[src/rtl/cmdfe_pkg.sv]
package cmdfe_pkg;
  localparam int OP_W      = 4;
  localparam int LOCAL_MAX = 3;
  localparam int SYNC_OP   = 15;

  typedef enum logic [1:0] {
    KIND_LOCAL = 2'd0,
    KIND_FWD   = 2'd1,
    KIND_SYNC  = 2'd2
  } cmd_kind_e;

  function automatic cmd_kind_e classify(input logic [OP_W-1:0] op);
    if (int'(op) <= LOCAL_MAX) return KIND_LOCAL;
    if (int'(op) == SYNC_OP)   return KIND_SYNC;
    return KIND_FWD;
  endfunction
endpackage

[src/rtl/cmd_classifier.sv]
module cmd_classifier
  import cmdfe_pkg::*;
(
  input  logic [OP_W-1:0] op_i,
  output logic            is_local_o,
  output logic            is_fwd_o,
  output logic            is_sync_o
);
  cmd_kind_e kind;
  always_comb begin
    kind       = classify(op_i);
    is_local_o = (kind == KIND_LOCAL);
    is_fwd_o   = (kind == KIND_FWD);
    is_sync_o  = (kind == KIND_SYNC);
  end
endmodule

[src/rtl/cmd_fifo.sv]
module cmd_fifo #(
  parameter int W     = 36,
  parameter int DEPTH = 8
) (
  input  logic         clk_i,
  input  logic         rst_ni,
  input  logic         push_i,
  input  logic [W-1:0] wdata_i,
  input  logic         pop_i,
  output logic [W-1:0] rdata_o,
  output logic         empty_o,
  output logic         full_o
);
  localparam int AW = (DEPTH > 1) ? $clog2(DEPTH) : 1;
  localparam int CW = $clog2(DEPTH + 1);
  localparam logic [AW-1:0] LAST = AW'(DEPTH - 1);
  localparam logic [CW-1:0] FULL = CW'(DEPTH);

  logic [W-1:0]  mem [DEPTH];
  logic [AW-1:0] wptr, rptr;
  logic [CW-1:0] count;
  logic          do_push, do_pop;

  assign empty_o = (count == '0);
  assign full_o  = (count == FULL);
  assign do_push = push_i && !full_o;
  assign do_pop  = pop_i && !empty_o;
  assign rdata_o = mem[rptr];

  always_ff @(posedge clk_i) begin
    if (do_push) mem[wptr] <= wdata_i;
  end

  always_ff @(posedge clk_i or negedge rst_ni) begin
    if (!rst_ni) begin
      wptr  <= '0;
      rptr  <= '0;
      count <= '0;
    end else begin
      if (do_push) wptr <= (wptr == LAST) ? '0 : wptr + 1'b1;
      if (do_pop)  rptr <= (rptr == LAST) ? '0 : rptr + 1'b1;
      case ({do_push, do_pop})
        2'b10:   count <= count + 1'b1;
        2'b01:   count <= count - 1'b1;
        default: count <= count;
      endcase
    end
  end
endmodule

[src/rtl/cmd_sync_ctrl.sv]
module cmd_sync_ctrl (
  input  logic clk_i,
  input  logic rst_ni,
  input  logic sync_fire_i,
  input  logic fifo_empty_i,
  input  logic eng_idle_i,
  output logic wait_o
);
  // Hold from SYNC acceptance until queue drained and engine idle
  always_ff @(posedge clk_i or negedge rst_ni) begin
    if (!rst_ni)                              wait_o <= 1'b0;
    else if (sync_fire_i)                     wait_o <= 1'b1;
    else if (wait_o && fifo_empty_i && eng_idle_i) wait_o <= 1'b0;
  end
endmodule

[src/rtl/cmd_frontend.sv]
module cmd_frontend
  import cmdfe_pkg::*;
#(
  parameter int PAY_W = 32,
  parameter int DEPTH = 8
) (
  input  logic             clk_i,
  input  logic             rst_ni,
  input  logic             in_valid_i,
  output logic             in_ready_o,
  input  logic [3:0]       in_opcode_i,
  input  logic [PAY_W-1:0] in_payload_i,
  output logic             eng_valid_o,
  input  logic             eng_ready_i,
  output logic [3:0]       eng_opcode_o,
  output logic [PAY_W-1:0] eng_payload_o,
  input  logic             eng_idle_i,
  output logic             reg_we_o,
  output logic [1:0]       reg_addr_o,
  output logic [PAY_W-1:0] reg_data_o,
  output logic             fifo_empty_o,
  output logic             fifo_full_o,
  output logic             sync_wait_o
);
  localparam int ENT_W = OP_W + PAY_W;

  logic             is_local, is_fwd, is_sync;
  logic             fire, waiting;
  logic [ENT_W-1:0] head;

  cmd_classifier u_cls (
    .op_i       (in_opcode_i),
    .is_local_o (is_local),
    .is_fwd_o   (is_fwd),
    .is_sync_o  (is_sync)
  );

  // Only forwarded commands see queue backpressure
  assign in_ready_o = !waiting && !(is_fwd && fifo_full_o);
  assign fire       = in_valid_i && in_ready_o;

  cmd_fifo #(.W(ENT_W), .DEPTH(DEPTH)) u_fifo (
    .clk_i   (clk_i),
    .rst_ni  (rst_ni),
    .push_i  (fire && is_fwd),
    .wdata_i ({in_opcode_i, in_payload_i}),
    .pop_i   (eng_ready_i),
    .rdata_o (head),
    .empty_o (fifo_empty_o),
    .full_o  (fifo_full_o)
  );

  assign eng_valid_o   = !fifo_empty_o;
  assign eng_opcode_o  = head[ENT_W-1:PAY_W];
  assign eng_payload_o = head[PAY_W-1:0];

  cmd_sync_ctrl u_sync (
    .clk_i        (clk_i),
    .rst_ni       (rst_ni),
    .sync_fire_i  (fire && is_sync),
    .fifo_empty_i (fifo_empty_o),
    .eng_idle_i   (eng_idle_i),
    .wait_o       (waiting)
  );
  assign sync_wait_o = waiting;

  always_ff @(posedge clk_i or negedge rst_ni) begin
    if (!rst_ni) begin
      reg_we_o   <= 1'b0;
      reg_addr_o <= '0;
      reg_data_o <= '0;
    end else begin
      reg_we_o <= fire && is_local;
      if (fire && is_local) begin
        reg_addr_o <= in_opcode_i[1:0];
        reg_data_o <= in_payload_i;
      end
    end
  end
endmodule

[config.mk]
export PLATFORM = sky130hd
export DESIGN_NAME = cmd_frontend
export DESIGN_NICKNAME = d
export VERILOG_FILES = /design/src/rtl/cmdfe_pkg.sv /design/src/rtl/cmd_classifier.sv /design/src/rtl/cmd_fifo.sv /design/src/rtl/cmd_sync_ctrl.sv /design/src/rtl/cmd_frontend.sv
export SDC_FILE = /design/constraint.sdc
export NUM_CORES = 1
export LEC_CHECK = 0
export BUFFER_PORTS_ARGS = -buffer_cell sky130_fd_sc_hd__buf_2
export CAP_MARGIN = 20
export CORE_MARGIN = 2
export CORE_UTILIZATION = 30
export DETAILED_ROUTE_END_ITERATION = 8
export GPL_TIMING_DRIVEN = 0
export MAX_ROUTING_LAYER = met4
export PLACE_DENSITY = 0.53
export REMOVE_ABC_BUFFERS = 1
export SYNTH_ARGS = -nofsm -noshare
export SYNTH_HDL_FRONTEND = slang
export SYNTH_SLANG_ARGS = --single-unit
[constraint.sdc]
create_clock -name clk_i -period 5 [get_ports clk_i]
set_input_delay 1 -clock clk_i [delete_from_list [all_inputs] [get_ports clk_i]]
set_output_delay 1 -clock clk_i [all_outputs]
set_load 0.05 [all_outputs]
# Word-level counts from Yosys, hierarchy flattened

Memories as Yosys holds them, arrays and structs flattened.
Index checks and enable logic that the tools add are counted.

Flip-flop bits (word level): 46
Bits in writable memories: 288
Input bits: 41
Memories kept: 1

Memory list:

| memory     | depth | width | read ports | clocked after Yosys merged registers in | write ports | line           | source |
|---|---|---|---|---|---|---|---|
| u_fifo.mem | 8     | 36    | 1          | 0                                       | 1           | cmd_fifo.sv:19 | `logic [W-1:0] mem [DEPTH];` |

Add/subtract/negate cells: 4
$lt $le $gt $ge: 1
Equal/unequal tests: 8
Mux-type cells: 14
Reductions and logical operators: 18

Operators with widths:

| cell                                                            | number |
|---|---|
| logical AND 1 bit                                               | 10 |
| two-way mux 2 bit                                               | 4 |
| one-hot mux 4 bit (2 select lines)                              | 1 |
| two-way mux 1 bit                                               | 7 |
| adder 3 x 1 -> 3 bit (second input constant)                    | 2 |
| equality test 3 bit (second input constant)                     | 2 |
| two-way mux 3 bit                                               | 2 |
| adder 4 x 1 -> 4 bit (second input constant)                    | 1 |
| equality test 2 x 1 -> 1 bit (second input constant)            | 2 |
| equality test 2 bit (second input constant)                     | 2 |
| equality test 4 x 1 -> 1 bit (second input constant)            | 1 |
| equality test 4 bit (second input constant)                     | 1 |
| less-or-equal comparator 4 x 2 -> 1 bit (second input constant) | 1 |
| zero test 1 bit                                                 | 4 |
| zero test 4 bit                                                 | 1 |
| nonzero test 2 bit                                              | 2 |
| subtractor 4 x 1 -> 4 bit (second input constant)               | 1 |
| zero test 2 bit                                                 | 1 |

# Logic depth before layout (Yosys ltp)

Gate-level depths: netlist of the first run.

Depth after elaboration: 14
Depth in mapped cells: 10
Mapped depth without buffers: 10

# Cells and area by module

Synthesis of the first run repeated with hierarchy kept, for this count alone.

Cell total of the unflattened synthesis: 570
Area, all modules: 13050.0 µm²

Modules (own cells, without submodules):

| module         | times used | cells an instance | area each (µm²) | sequential area each (µm²) |
|---|---|---|---|---|
| cmd_fifo       | 1          | 486               | 11506.0         | 8898.5 |
| cmd_frontend   | 1          | 78                | 1486.4          | 875.8 |
| cmd_sync_ctrl  | 1          | 3                 | 36.3            | 25.0 |
| cmd_classifier | 1          | 3                 | 21.3            | 0.0 |

# Least setup slack after synthesis of the first run

Ideal clock, no wire load.

Path kind: input -> register
Start point: in in_opcode_i[2]
End point: mem u_fifo.mem[0][0], enable pin
Data arrival time: 4.219 ns
Data required time: 4.526 ns
Path slack: 0.307 ns
Stages: 4
Buffers on the path: 0
Path through: and4_1 nor4_4 nand2b_1 nor3_1

Word-level cells in the longest chain between the ends: 14

RTL lines:

| element                                   | line                 | source |
|---|---|---|
| start, declared                           | cmd_frontend.sv:11   | `input logic [3:0] in_opcode_i,` |
| equality test 4 x 1 -> 1 bit              | cmdfe_pkg.sv:14      | `if (int'(op) == SYNC_OP) return KIND_SYNC;` |
| two-way mux 1 bit (2 in series)           | cmdfe_pkg.sv:14      |  |
| two-way mux 2 bit                         | cmdfe_pkg.sv:15      | `return KIND_FWD;` |
| two-way mux 2 bit *                       | cmdfe_pkg.sv:14      |  |
| equality test 2 x 1 -> 1 bit *            | cmd_classifier.sv:13 | `is_fwd_o = (kind == KIND_FWD);` |
| logical AND 1 bit                         | cmd_frontend.sv:39   | `assign in_ready_o = !waiting && !(is_fwd && fifo_full_o);` |
| zero test 1 bit                           | cmd_frontend.sv:39   |  |
| logical AND 1 bit                         | cmd_frontend.sv:39   |  |
| logical AND 1 bit                         | cmd_frontend.sv:40   | `assign fire = in_valid_i && in_ready_o;` |
| logical AND 1 bit *                       | cmd_frontend.sv:45   | `.push_i (fire && is_fwd),` |
| logical AND 1 bit *                       | cmd_fifo.sv:26       | `assign do_push = push_i && !full_o;` |
| two-way mux 1 bit *                       | cmd_fifo.sv:31       | `if (do_push) mem[wptr] <= wdata_i;` |
| two-way mux 1 bit (not written as such) * | cmd_fifo.sv:31       |  |
| end, declared                             | cmd_fifo.sv:19       |  |

Every way passes the cells marked *; elsewhere a longest branch is shown, timed or not. The select of a mux whose other input is x is not followed.

# Final worst setup path of the first run

Start point: reg u_fifo.rptr[0]
End point: out eng_payload_o[19]

Word-level cells in the longest chain between the ends: 1

RTL lines:

| element                  | line               | source |
|---|---|---|
| start, declared          | cmd_fifo.sv:20     | `logic [AW-1:0] wptr, rptr;` |
| start signal, assigned   | cmd_fifo.sv:41     | `if (do_pop) rptr <= (rptr == LAST) ? '0 : rptr + 1'b1;` |
| memory read (8 x 36 bit) | -                  |  |
| end, declared            | cmd_frontend.sv:16 | `output logic [PAY_W-1:0] eng_payload_o,` |

Every way passes these cells.

==> metrics, run 1 <==
GP Congestion=0.658; width of the die=211 um; DR iter-0 viols=352; total of warnings raised by yosys=0; combinational fraction of design power=0.353; half-perimeter wire length of the detailed placement result=16.0 mm; number of max-cap violations=0; end-of-flow core utilization=0.373; worst hold margin=0.489 ns; Crit. End Element=output pin; switching power of the nets=0.00374 W; Worst Path Class, Setup=register to output pin; CTS tree=built; share of flip-flops with an asynchronous set or reset after synthesis=0.138; most frequent cell after synthesis=sky130_fd_sc_hd__edfxtp_1; number of enable-type register cells in the synthesized netlist=288; post-synthesis sequential element count=334; total setup violations reported at the end of the flow=0; clock buffer depth=3; cell area after layout=15700 um2; clock network latency to the later pin of the worst-skew pair=0.54 ns; placed cell count=1215; count of pins over their slew limit=0; I/O pin count=117; Fmax=255 MHz; Slew Limit Headroom=0.374; run status=complete, no violations; clock network fraction of total power=0.280; total DRC errors in the routed layout=0; cell taking the most area after synthesis=sky130_fd_sc_hd__edfxtp_1; delay of the slowest cell on the worst path=0.92 ns; CTS clock-pin slew for the worst setup and hold paths=0.05 ns; Leak=5.33 nW; Initial DRT Pass Iterations=4; number of CTS-inserted buffers=39; ratio of cells with drive above 1 in the final layout=0.481; number of antenna violations at the first check in global routing=0; power per cell area=654 nW/um2; overall power after layout=0.0103 W; kind of cell adding the most delay to the critical path=flip-flops; overall die height=211 um; area taken by multi-input logic gates=2920 um2; Synth cell types=33; Synth Cell Area=12800 um2; via count=5998; post-detailed-route count of antenna-violating nets=0; hold violation total from the final report=0; footprint of the flip-flops and latches=9810 um2; kind of start point of the critical path=register; cell count after synthesis=561; Clock Sinks=334; number of cells upsized or downsized after cts=0; sequential cell area fraction in the yosys report=0.764; count of buffering cells on the critical path with inverters included=2; fillcell total=3859; Total GRT Usage=0.128; initial core utilization=0.305; dominant register cell in the synthesized netlist=sky130_fd_sc_hd__edfxtp_1; aggregate global routing overflow=0; routed vias/inst=4.67; reg-to-reg startpoint=u_sync.wait_o$_DFFE_PN0P_; list of cells traversed by the critical path=buf_16 -> mux4_2 -> mux2_2 -> buf_2; cell types with the largest area share after synthesis=sky130_fd_sc_hd__edfxtp_1 (67%), sky130_fd_sc_hd__mux4_2 (13%), sky130_fd_sc_hd__dfrtp_1 (9.0%); final worst clock skew=0.0196 ns; cell type of the slowest stage on the worst timing path=sky130_fd_sc_hd__dfrtp_4; setup repair bufs after CTS=0; cell internal power dissipation=0.00653 W; required time reported for the critical path endpoint=4.00 ns; DR WL/cell=21.0 um; startpoint of the worst setup timing path=u_fifo.rptr[0]$_DFFE_PN0P_; largest net degree at the start of global routing=47; antenna cells=0; maximum fanout along the worst path=40; first-pass GRT wire length=40.1 mm; post-synthesis average cell area=22.9 um2; top cell types by occurrence after synthesis=sky130_fd_sc_hd__edfxtp_1 (288), sky130_fd_sc_hd__mux2_2 (73), sky130_fd_sc_hd__mux4_2 (72), sky130_fd_sc_hd__dfrtp_1 (46), sky130_fd_sc_hd__nor2_1 (10); path class of the lowest-slack min-delay path=register to register; area grow syn2layout=22.4%; hold path startpoint=reg_data_o[12]$_DFFE_PN0P_; placed inst area=14400 um2; # port buffers=116; crit path DAT=2.92 ns; sequential share of power=0.367; Non-Filler Instances=1285; H-tree lvl count=2; slew of the pin with the lowest slew margin=0.937 ns; Switching Fraction=0.364; Routed WL=27.0 mm; Clock Root Buffer=sky130_fd_sc_hd__clkbuf_16; CTS hold repair buffers=0; total die area=44400 um2; worst ir drop on vdd=0.000336 V; vias in the first global route=6187; Tcrit/Tclk final=0.785; portion of synthesized cell area occupied by the leading cell type=0.674; unrepaired setup endpoints after global routing=false; number of rows in the core area=75; Core Box Area=42000 um2; post-layout min period=3.92 ns; fin nets=765
final timing paths:
path | slack (ns) | cells after the start | end
setup / recovery | 1.08 | 4 | eng_payload_o[19]
hold / removal | 0.49 | 1 | reg_data_o[12]$_DFFE_PN0P_
min in group asynchronous | 0.52 | 1 | reg_data_o[29]$_DFFE_PN0P_
hold reg to reg | 0.49 | 1 | reg_data_o[12]$_DFFE_PN0P_
setup reg to reg | 1.99 | 7 | u_fifo.mem[0][17]$_DFFE_PP_
max in group asynchronous | 3.90 | 1 | u_fifo.rptr[1]$_DFFE_PN0P_
per-layer routing:
| metal | global-route usage | vias to the layer above | routed length (um) |
|---|---|---|---|
| met2 | 0.194 | 140 | 12600 |
| met5 | - | - | 0 |
| met3 | 0.0327 | 46 | 1260 |
| li1 | - | 2647 | - |
| met4 | 0.0367 | 0 | 581 |
| met1 | 0.172 | 3165 | 12600 |
per-stage QoR:
step | setup WS, ns | setup TNS (ns)
after floorplan | 0.0517 | 0
after global placement | -3.48 | -545.91
after detailed placement | 1.13 | 0
after CTS | 0.941 | 0
after global routing | 0.859 | 0
final | 1.08 | 0
registers in the layout (all words and copies together) (netlist names):
register / cells
reg_we_o: 1
u_sync.wait_o: 1
u_fifo.rptr: 3
u_fifo.wptr: 3
u_fifo.count: 4
reg_addr_o: 2
u_fifo.mem: 288
reg_data_o: 32
placed cells by master (no fill, tap or decap), types with 3 or more instances in the layout:
master / synthesis / final
sky130_fd_sc_hd__a21oi_1: 3 / 3
sky130_fd_sc_hd__buf_12: 0 / 7
sky130_fd_sc_hd__buf_16: 0 / 4
sky130_fd_sc_hd__buf_2: 2 / 115
sky130_fd_sc_hd__buf_6: 7 / 6
sky130_fd_sc_hd__buf_8: 0 / 5
sky130_fd_sc_hd__bufinv_16: 0 / 5
sky130_fd_sc_hd__clkbuf_1: 6 / 7
sky130_fd_sc_hd__clkbuf_16: 0 / 41
sky130_fd_sc_hd__clkinv_1: 0 / 3
sky130_fd_sc_hd__clkinv_2: 0 / 10
sky130_fd_sc_hd__dfrtp_1: 46 / 43
sky130_fd_sc_hd__edfxtp_1: 288 / 288
sky130_fd_sc_hd__ha_1: 7 / 7
sky130_fd_sc_hd__inv_1: 4 / 4
sky130_fd_sc_hd__mux2_2: 73 / 73
sky130_fd_sc_hd__mux4_2: 72 / 72
sky130_fd_sc_hd__nand2_1: 4 / 4
sky130_fd_sc_hd__nand2b_1: 5 / 5
sky130_fd_sc_hd__nor2_1: 10 / 4
sky130_fd_sc_hd__nor2_4: 0 / 6
sky130_fd_sc_hd__xor2_1: 3 / 3
area by class of cell:
class / instances / area share
Clock inverter: 20 / 0.0144
Multi-Input combinational cell: 200 / 0.186
Tap cell: 539 / 0.0430
Inverter: 4 / 0.000957
Sequential cell: 334 / 0.625
Timing Repair Buffer: 138 / 0.0622
Clock buffer: 50 / 0.0688
worst register-to-register path, cell delays in order, from the launching register on:
cell	delay [ns]
sky130_fd_sc_hd__dfrtp_1	0.41
sky130_fd_sc_hd__nand2b_1	0.24
sky130_fd_sc_hd__nor4_4	0.53
sky130_fd_sc_hd__nand2b_1	0.33
sky130_fd_sc_hd__nor3_2	0.69
sky130_fd_sc_hd__buf_6	0.23
sky130_fd_sc_hd__buf_6	0.15
sky130_fd_sc_hd__buf_6	0.16
power by group through the flow:
stage	sequential (W)	combinational, W	clock [W]
floorplan	0.00438	0.00222	0
global placement	0.00407	0.00353	0
detailed placement	0.00384	0.00371	0
CTS	0.00378	0.00371	0.00297
global route	0.00383	0.00384	0.00308
finish	0.00376	0.00363	0.00287
logic make-up after synthesis:
kind of cell,share of synthesized area
xor gates and xnor gates,0.00341
AOI/OAI and AO/OA,0.00371
DFF,0.764
buffers and inverters,0.0131
adders and majority gates,0.00683
muxes,0.191
and+or+nand+nor,0.0177
(Power assumes the default switching activity.)
==> run 2: changes to the inputs <==
clock period = 3.83 ns   (was 5 ns; I/O delays follow)
==> run 2 against run 1 <==
  * Cell count about the same
  * Global-route usage unchanged
  * Non-clock buffer count up 1
  * Via count down 0.10%
  * Worst hold slack worse by 0.20 ns
  * Sequential cell count unchanged
  * Sequential share of layout area down 0.080 points
  * Register-to-register slack worse by 1.1 ns
  * Cell area up 0.13%
  * Core utilization about the same
  * Sequential power up 30%
==> metrics, run 2 (synthesis results as in run 1) <==
Top Registers=u_fifo.mem (288), reg_data_o (32), u_fifo.count (4) (unchanged); Tcrit/Tclk final=0.908; # port buffers=116 (unchanged); largest register by flop count=u_fifo.mem (unchanged); total die area=44400 um2 (unchanged); number of CTS-inserted buffers=39 (unchanged); post-layout min period=3.48 ns; Initial DRT Pass Iterations=4 (unchanged); largest net degree at the start of global routing=47 (unchanged); total setup violations reported at the end of the flow=0 (unchanged); end of the worst register-to-register path=u_fifo.mem[0][17]$_DFFE_PP_ (unchanged); Non-Filler Instances=1286 (was 1285); Leak=5.34 nW (was 5.33 nW); H-tree lvl count=2 (unchanged); Clock Root Buffer=sky130_fd_sc_hd__clkbuf_16 (unchanged); number of max-cap violations=0 (unchanged); path class of the lowest-slack min-delay path=input pin to asynchronous set/reset pin (was register to register); run status=complete, no violations (unchanged); clock buffer depth=3 (unchanged); setup TNS=0 ns (unchanged); number of flip-flops in the largest register=288 (unchanged); cell count of the worst reg-to-reg path=7 (unchanged); unrepaired setup endpoints after global routing=false (unchanged); final worst clock skew=0.0218 ns (was 0.0196 ns); slew of the pin with the lowest slew margin=0.935 ns (was 0.937 ns); power per cell area=855 nW/um2 (was 654 nW/um2); width of the die=211 um (unchanged); placed cell count=1215 (unchanged); CTS clock-pin slew for the worst setup and hold paths=0.06 ns (was 0.05 ns); count of pins over their slew limit=0 (unchanged); overall die height=211 um (unchanged); Worst Path Class, Setup=register to output pin (unchanged); reg-to-reg startpoint=u_sync.wait_o$_DFFE_PN0P_ (unchanged); most common cell after layout, fill and taps aside=sky130_fd_sc_hd__edfxtp_1 (unchanged); Slew Limit Headroom=0.375 (was 0.374); I/O pin count=117 (unchanged); antenna cells=0 (unchanged); Crit. End Element=output pin (unchanged); area grow syn2layout=22.5% (was 22.4%); Total GRT Usage=0.128 (unchanged); required time reported for the critical path endpoint=3.06 ns (was 4.00 ns); routed vias/inst=4.66 (was 4.67); fillcell total=3857 (was 3859); commonest non-fill, non-tap cells in the layout=sky130_fd_sc_hd__edfxtp_1 (288), sky130_fd_sc_hd__buf_2 (115), sky130_fd_sc_hd__mux2_2 (73) (unchanged); Clock Sinks=334 (unchanged); internal reg-to-reg setup slack=0.85 ns (was 1.99 ns); Core Box Area=42000 um2 (unchanged); initial core utilization=0.305 (unchanged); total DRC errors in the routed layout=0 (unchanged); Routed WL=27.2 mm (was 27.0 mm); half-perimeter wire length of the detailed placement result=16.0 mm (unchanged); number of antenna violations at the first check in global routing=0 (unchanged); crit path DAT=2.71 ns (was 2.92 ns); fin nets=766 (was 765); DR WL/cell=21.2 um (was 21.0 um); via count=5992 (was 5998); first-pass GRT wire length=40.1 mm (unchanged); vias in the first global route=6187 (unchanged); number of cells upsized or downsized after cts=0 (unchanged); maximum fanout along the worst path=40 (unchanged); CTS tree=built (unchanged); DR iter-0 viols=369 (was 352); ratio of cells with drive above 1 in the final layout=0.482 (was 0.481); GP Congestion=0.658 (unchanged); post-detailed-route count of antenna-violating nets=0 (unchanged); hold violation total from the final report=0 (unchanged); clock network latency to the later pin of the worst-skew pair=0.54 ns (about the same); worst ir drop on vdd=0.000487 V (was 0.000336 V); number of rows in the core area=75 (unchanged); Fmax=288 MHz; kind of start point of the critical path=register (unchanged); aggregate global routing overflow=0 (unchanged)
[run 2: cell types whose count changed in the layout (fill, tap and decap cells not counted)]
| cell | before | now |
|---|---|---|
| sky130_fd_sc_hd__buf_12 | 7 | 8 |
[run 2: per-layer routing]
metal,part of all wire,GRT usage,wire length (um)
met3,0.046,0.0327,1250
met2,0.46,0.194,12600
met1,0.47,0.172,12700
met4,0.021,0.0367,575
met5,0,-,0
[run 2: critical path, cell delays in order, from the launching register on]
cell	delay, ns
sky130_fd_sc_hd__dfrtp_4	0.72
sky130_fd_sc_hd__buf_16	0.34
sky130_fd_sc_hd__mux4_2	0.55
sky130_fd_sc_hd__mux2_2	0.30
sky130_fd_sc_hd__buf_2	0.22
[run 2: what timing repair did]
action | CTS | global route
endpoints found under the setup margin | 0 | 18
buffers inserted | 0 | 1
hold buffers | 0 | 0
[run 2: final cells by class]
| type | count | area [um2] | share of cell area |
|---|---|---|---|
| flip-flops and latches | 334 | 9810 | 0.624 |
| multi-input cells | 200 | 2920 | 0.186 |
| clock buffers | 50 | 1080 | 0.0687 |
| repair buffers | 139 | 996 | 0.0634 |
| well taps | 539 | 674 | 0.0429 |
| clock inverters | 20 | 226 | 0.0144 |
| inverters | 4 | 15.0 | 0.000955 |
[run 2: where the power goes]
group	leakage (nW)	switching (W)	internal, W	total [W]
Combinational	1.56	0.00306	0.00175	0.00481
Sequential	3.14	0.000401	0.00447	0.00487
Clock	0.643	0.00143	0.00233	0.00375
[run 2: worst max path at each step]
stage	from	to	slack [ns]	cells past startpoint
CTS	u_fifo.rptr[0]$_DFFE_PN0P_	eng_payload_o[8]	0.005	4
detailed placement	in_opcode_i[2]	u_fifo.mem[0][31]$_DFFE_PP_	0.19	8
global route	u_fifo.rptr[0]$_DFFE_PN0P_	eng_payload_o[8]	0.18	4
floorplan	u_fifo.rptr[0]$_DFFE_PN0P_	eng_opcode_o[0]	-0.88	2
global placement	in_opcode_i[2]	u_fifo.mem[1][23]$_DFFE_PP_	-4.41	5
finish	u_fifo.rptr[0]$_DFFE_PN0P_	eng_payload_o[19]	0.35	4
[run 2: per-stage QoR]
step | hold WS, ns | total power, W | instance area, um2 | setup WS (ns) | util
finish | 0.286 | 0.0134 | 15700 | 0.352 | 0.374
global placement | 0.469 | 0.00985 | 13900 | -4.41 | 0.331
detailed placement | 0.474 | 0.00985 | 14400 | 0.195 | 0.342
floorplan | 0.470 | 0.00861 | 12700 | -0.884 | -
CTS | 0.306 | 0.0137 | 15700 | 0.00548 | 0.373
global route | 0.339 | 0.0141 | 15700 | 0.181 | 0.374
==> run 3: changes to the inputs <==
clock period = 3.3 ns   (was 3.83 ns; I/O delays follow)
==> run 3 against run 2 <==
  * First-iteration DRC count increased by 7.6%
  * Total power grew 17%
  * Global-route usage grew 0.071 points
  * Clock power is 16% higher
  * Worst setup slack got worse by 0.10 ns
  * Via count grew 0.42%
  * Die area stayed put
  * Routed wire length increased by 0.65%
  * Critical endpoint is now eng_payload_o[8]
  * Highest routed layer unchanged
==> metrics, run 3 (synthesis results as in run 1) <==
run status=complete, no violations (unchanged); Initial DRT Pass Iterations=5 (was 4); aggregate global routing overflow=0 (unchanged); count of pins over their slew limit=0 (unchanged); antenna cells=0 (unchanged); worst ir drop on vdd=0.000567 V (was 0.000487 V); post-layout min period=3.05 ns; total DRC errors in the routed layout=0 (unchanged); GP Congestion=0.658 (unchanged); ratio of cells with drive above 1 in the final layout=0.486 (was 0.482); clock network latency to the later pin of the worst-skew pair=0.54 ns (about the same); Leak=5.38 nW (was 5.34 nW); cell internal power dissipation=0.0100 W (was 0.00854 W); commonest non-fill, non-tap cells in the layout=sky130_fd_sc_hd__edfxtp_1 (288), sky130_fd_sc_hd__buf_2 (115), sky130_fd_sc_hd__mux2_2 (73) (unchanged); Routed WL=27.4 mm (was 27.2 mm); Core Box Area=42000 um2 (unchanged); clock buffer depth=3 (unchanged); unrepaired setup endpoints after global routing=false (unchanged); number of rows in the core area=75 (unchanged); total die area=44400 um2 (unchanged); initial core utilization=0.305 (unchanged); Switching Fraction=0.363 (was 0.364); width of the die=211 um (unchanged); half-perimeter wire length of the detailed placement result=16.0 mm (unchanged); sequential share of power=0.353 (was 0.363); number of CTS-inserted buffers=39 (unchanged); power per cell area=995 nW/um2 (was 855 nW/um2); required time reported for the critical path endpoint=2.64 ns (was 3.06 ns); Clock Sinks=334 (unchanged); path class of the lowest-slack min-delay path=input pin to asynchronous set/reset pin (unchanged); DR WL/cell=21.2 um (about the same); final worst clock skew=0.0208 ns (was 0.0218 ns); number of flip-flops in the largest register=288 (unchanged); largest register by flop count=u_fifo.mem (unchanged); CTS tree=built (unchanged); via count=6017 (was 5992); most common cell after layout, fill and taps aside=sky130_fd_sc_hd__edfxtp_1 (unchanged); total setup violations reported at the end of the flow=0 (unchanged); fillcell total=3851 (was 3857); Tcrit/Tclk final=0.925; overall die height=211 um (unchanged); crit path DAT=2.39 ns (was 2.71 ns); Crit. End Element=output pin (unchanged); kind of start point of the critical path=register (unchanged); Clock Root Buffer=sky130_fd_sc_hd__clkbuf_16 (unchanged); H-tree lvl count=2 (unchanged); slew of the pin with the lowest slew margin=0.930 ns (was 0.935 ns); Worst Path Class, Setup=register to output pin (unchanged); clock network fraction of total power=0.277 (was 0.280); switching power of the nets=0.00571 W (was 0.00489 W); I/O pin count=117 (unchanged); CTS clock-pin slew for the worst setup and hold paths=0.06 ns (about the same); number of antenna violations at the first check in global routing=0 (unchanged); largest net degree at the start of global routing=47 (unchanged); combinational fraction of design power=0.369 (was 0.358); # port buffers=116 (unchanged); maximum fanout along the worst path=40 (unchanged); area grow syn2layout=23.1% (was 22.5%); vias in the first global route=6189 (was 6187); DR iter-0 viols=397 (was 369); end-of-flow core utilization=0.376 (was 0.374); Fmax=328 MHz; Total GRT Usage=0.129 (was 0.128); number of max-cap violations=0 (unchanged); worst hold margin=0.185 ns (was 0.286 ns); Slew Limit Headroom=0.379 (was 0.375); first-pass GRT wire length=40.3 mm (was 40.1 mm); hold violation total from the final report=0 (unchanged); Top Registers=u_fifo.mem (288), reg_data_o (32), u_fifo.count (4) (unchanged); routed vias/inst=4.66 (about the same); post-detailed-route count of antenna-violating nets=0 (unchanged); fin nets=772 (was 766)
-- run 3: changes by cell type in the layout (fill, tap and decap cells not counted), sizes merged --
| cell | delta |
|---|---|
| buf | +6 |
-- run 3: stage by stage --
step / setup TNS (ns) / cells / instance area (um2) / setup slack [ns] / power (W)
floorplan: -153.45 / 538 / 12700 / -1.31 / 0.00999
global placement: -992.92 / 1193 / 13900 / -4.84 / 0.0112
detailed placement: -11.27 / 1215 / 14400 / -0.229 / 0.0114
CTS: 0 / 1291 / 15800 / 0.0288 / 0.0160
global route: 0 / 1292 / 15800 / 0.0413 / 0.0164
finish: 0 / 1292 / 15800 / 0.248 / 0.0157
-- run 3: repair_timing --
action                     4_1_cts  5_1_grt
hold buffers                     0        0
setup endpoints to repair       33        4
gates resized for setup          0        0
buffers inserted                 6        1
-- run 3: path summary, 6_finish.rpt --
check	cells after the start	endpoint	start	slack, ns
min in group clk_i	2	u_sync.wait_o$_DFFE_PN0P_	eng_idle_i	0.32
hold reg to reg	1	reg_data_o[12]$_DFFE_PN0P_	reg_data_o[12]$_DFFE_PN0P_	0.49
setup reg to reg	7	u_fifo.mem[0][17]$_DFFE_PP_	u_sync.wait_o$_DFFE_PN0P_	0.28
setup / recovery	4	eng_payload_o[8]	u_fifo.rptr[1]$_DFFE_PN0P_	0.25
hold / removal	1	reg_data_o[29]$_DFFE_PN0P_	rst_ni	0.19
max in group asynchronous	1	u_fifo.rptr[1]$_DFFE_PN0P_	rst_ni	2.53
-- run 3: cell type report --
cell class | count | area (um2) | share of cell area
sequential | 334 | 9810 | 0.621
multi-input combinational | 200 | 2920 | 0.185
clock buffer | 50 | 1080 | 0.0684
timing repair buffer | 145 | 1070 | 0.0680
tap | 539 | 674 | 0.0427
clock inverter | 20 | 226 | 0.0143
inverter | 4 | 15.0 | 0.000951
-- run 3: routing by layer --
metal	share of wire	track usage	vias to the layer above
met1	0.47	0.174	3191
met2	0.47	0.193	125
met5	0	-	-
li1	-	-	2658
met4	0.021	0.0367	0
met3	0.045	0.0327	43
-- run 3: power groups by stage --
stage               Combinational, W  Clock (W)  Sequential [W]
floorplan                    0.00336          0         0.00663
global placement             0.00511          0         0.00611
detailed placement           0.00561          0         0.00582
CTS                          0.00586    0.00450         0.00560
global route                 0.00615    0.00466         0.00563
finish                       0.00580    0.00436         0.00555
-- run 3: worst max-delay path, stage by stage, from the launching register on --
cell and delay [ns]:
sky130_fd_sc_hd__dfrtp_4 0.67, sky130_fd_sc_hd__buf_16 0.29, sky130_fd_sc_hd__mux4_2 0.34, sky130_fd_sc_hd__mux2_2 0.31, sky130_fd_sc_hd__buf_2 0.22
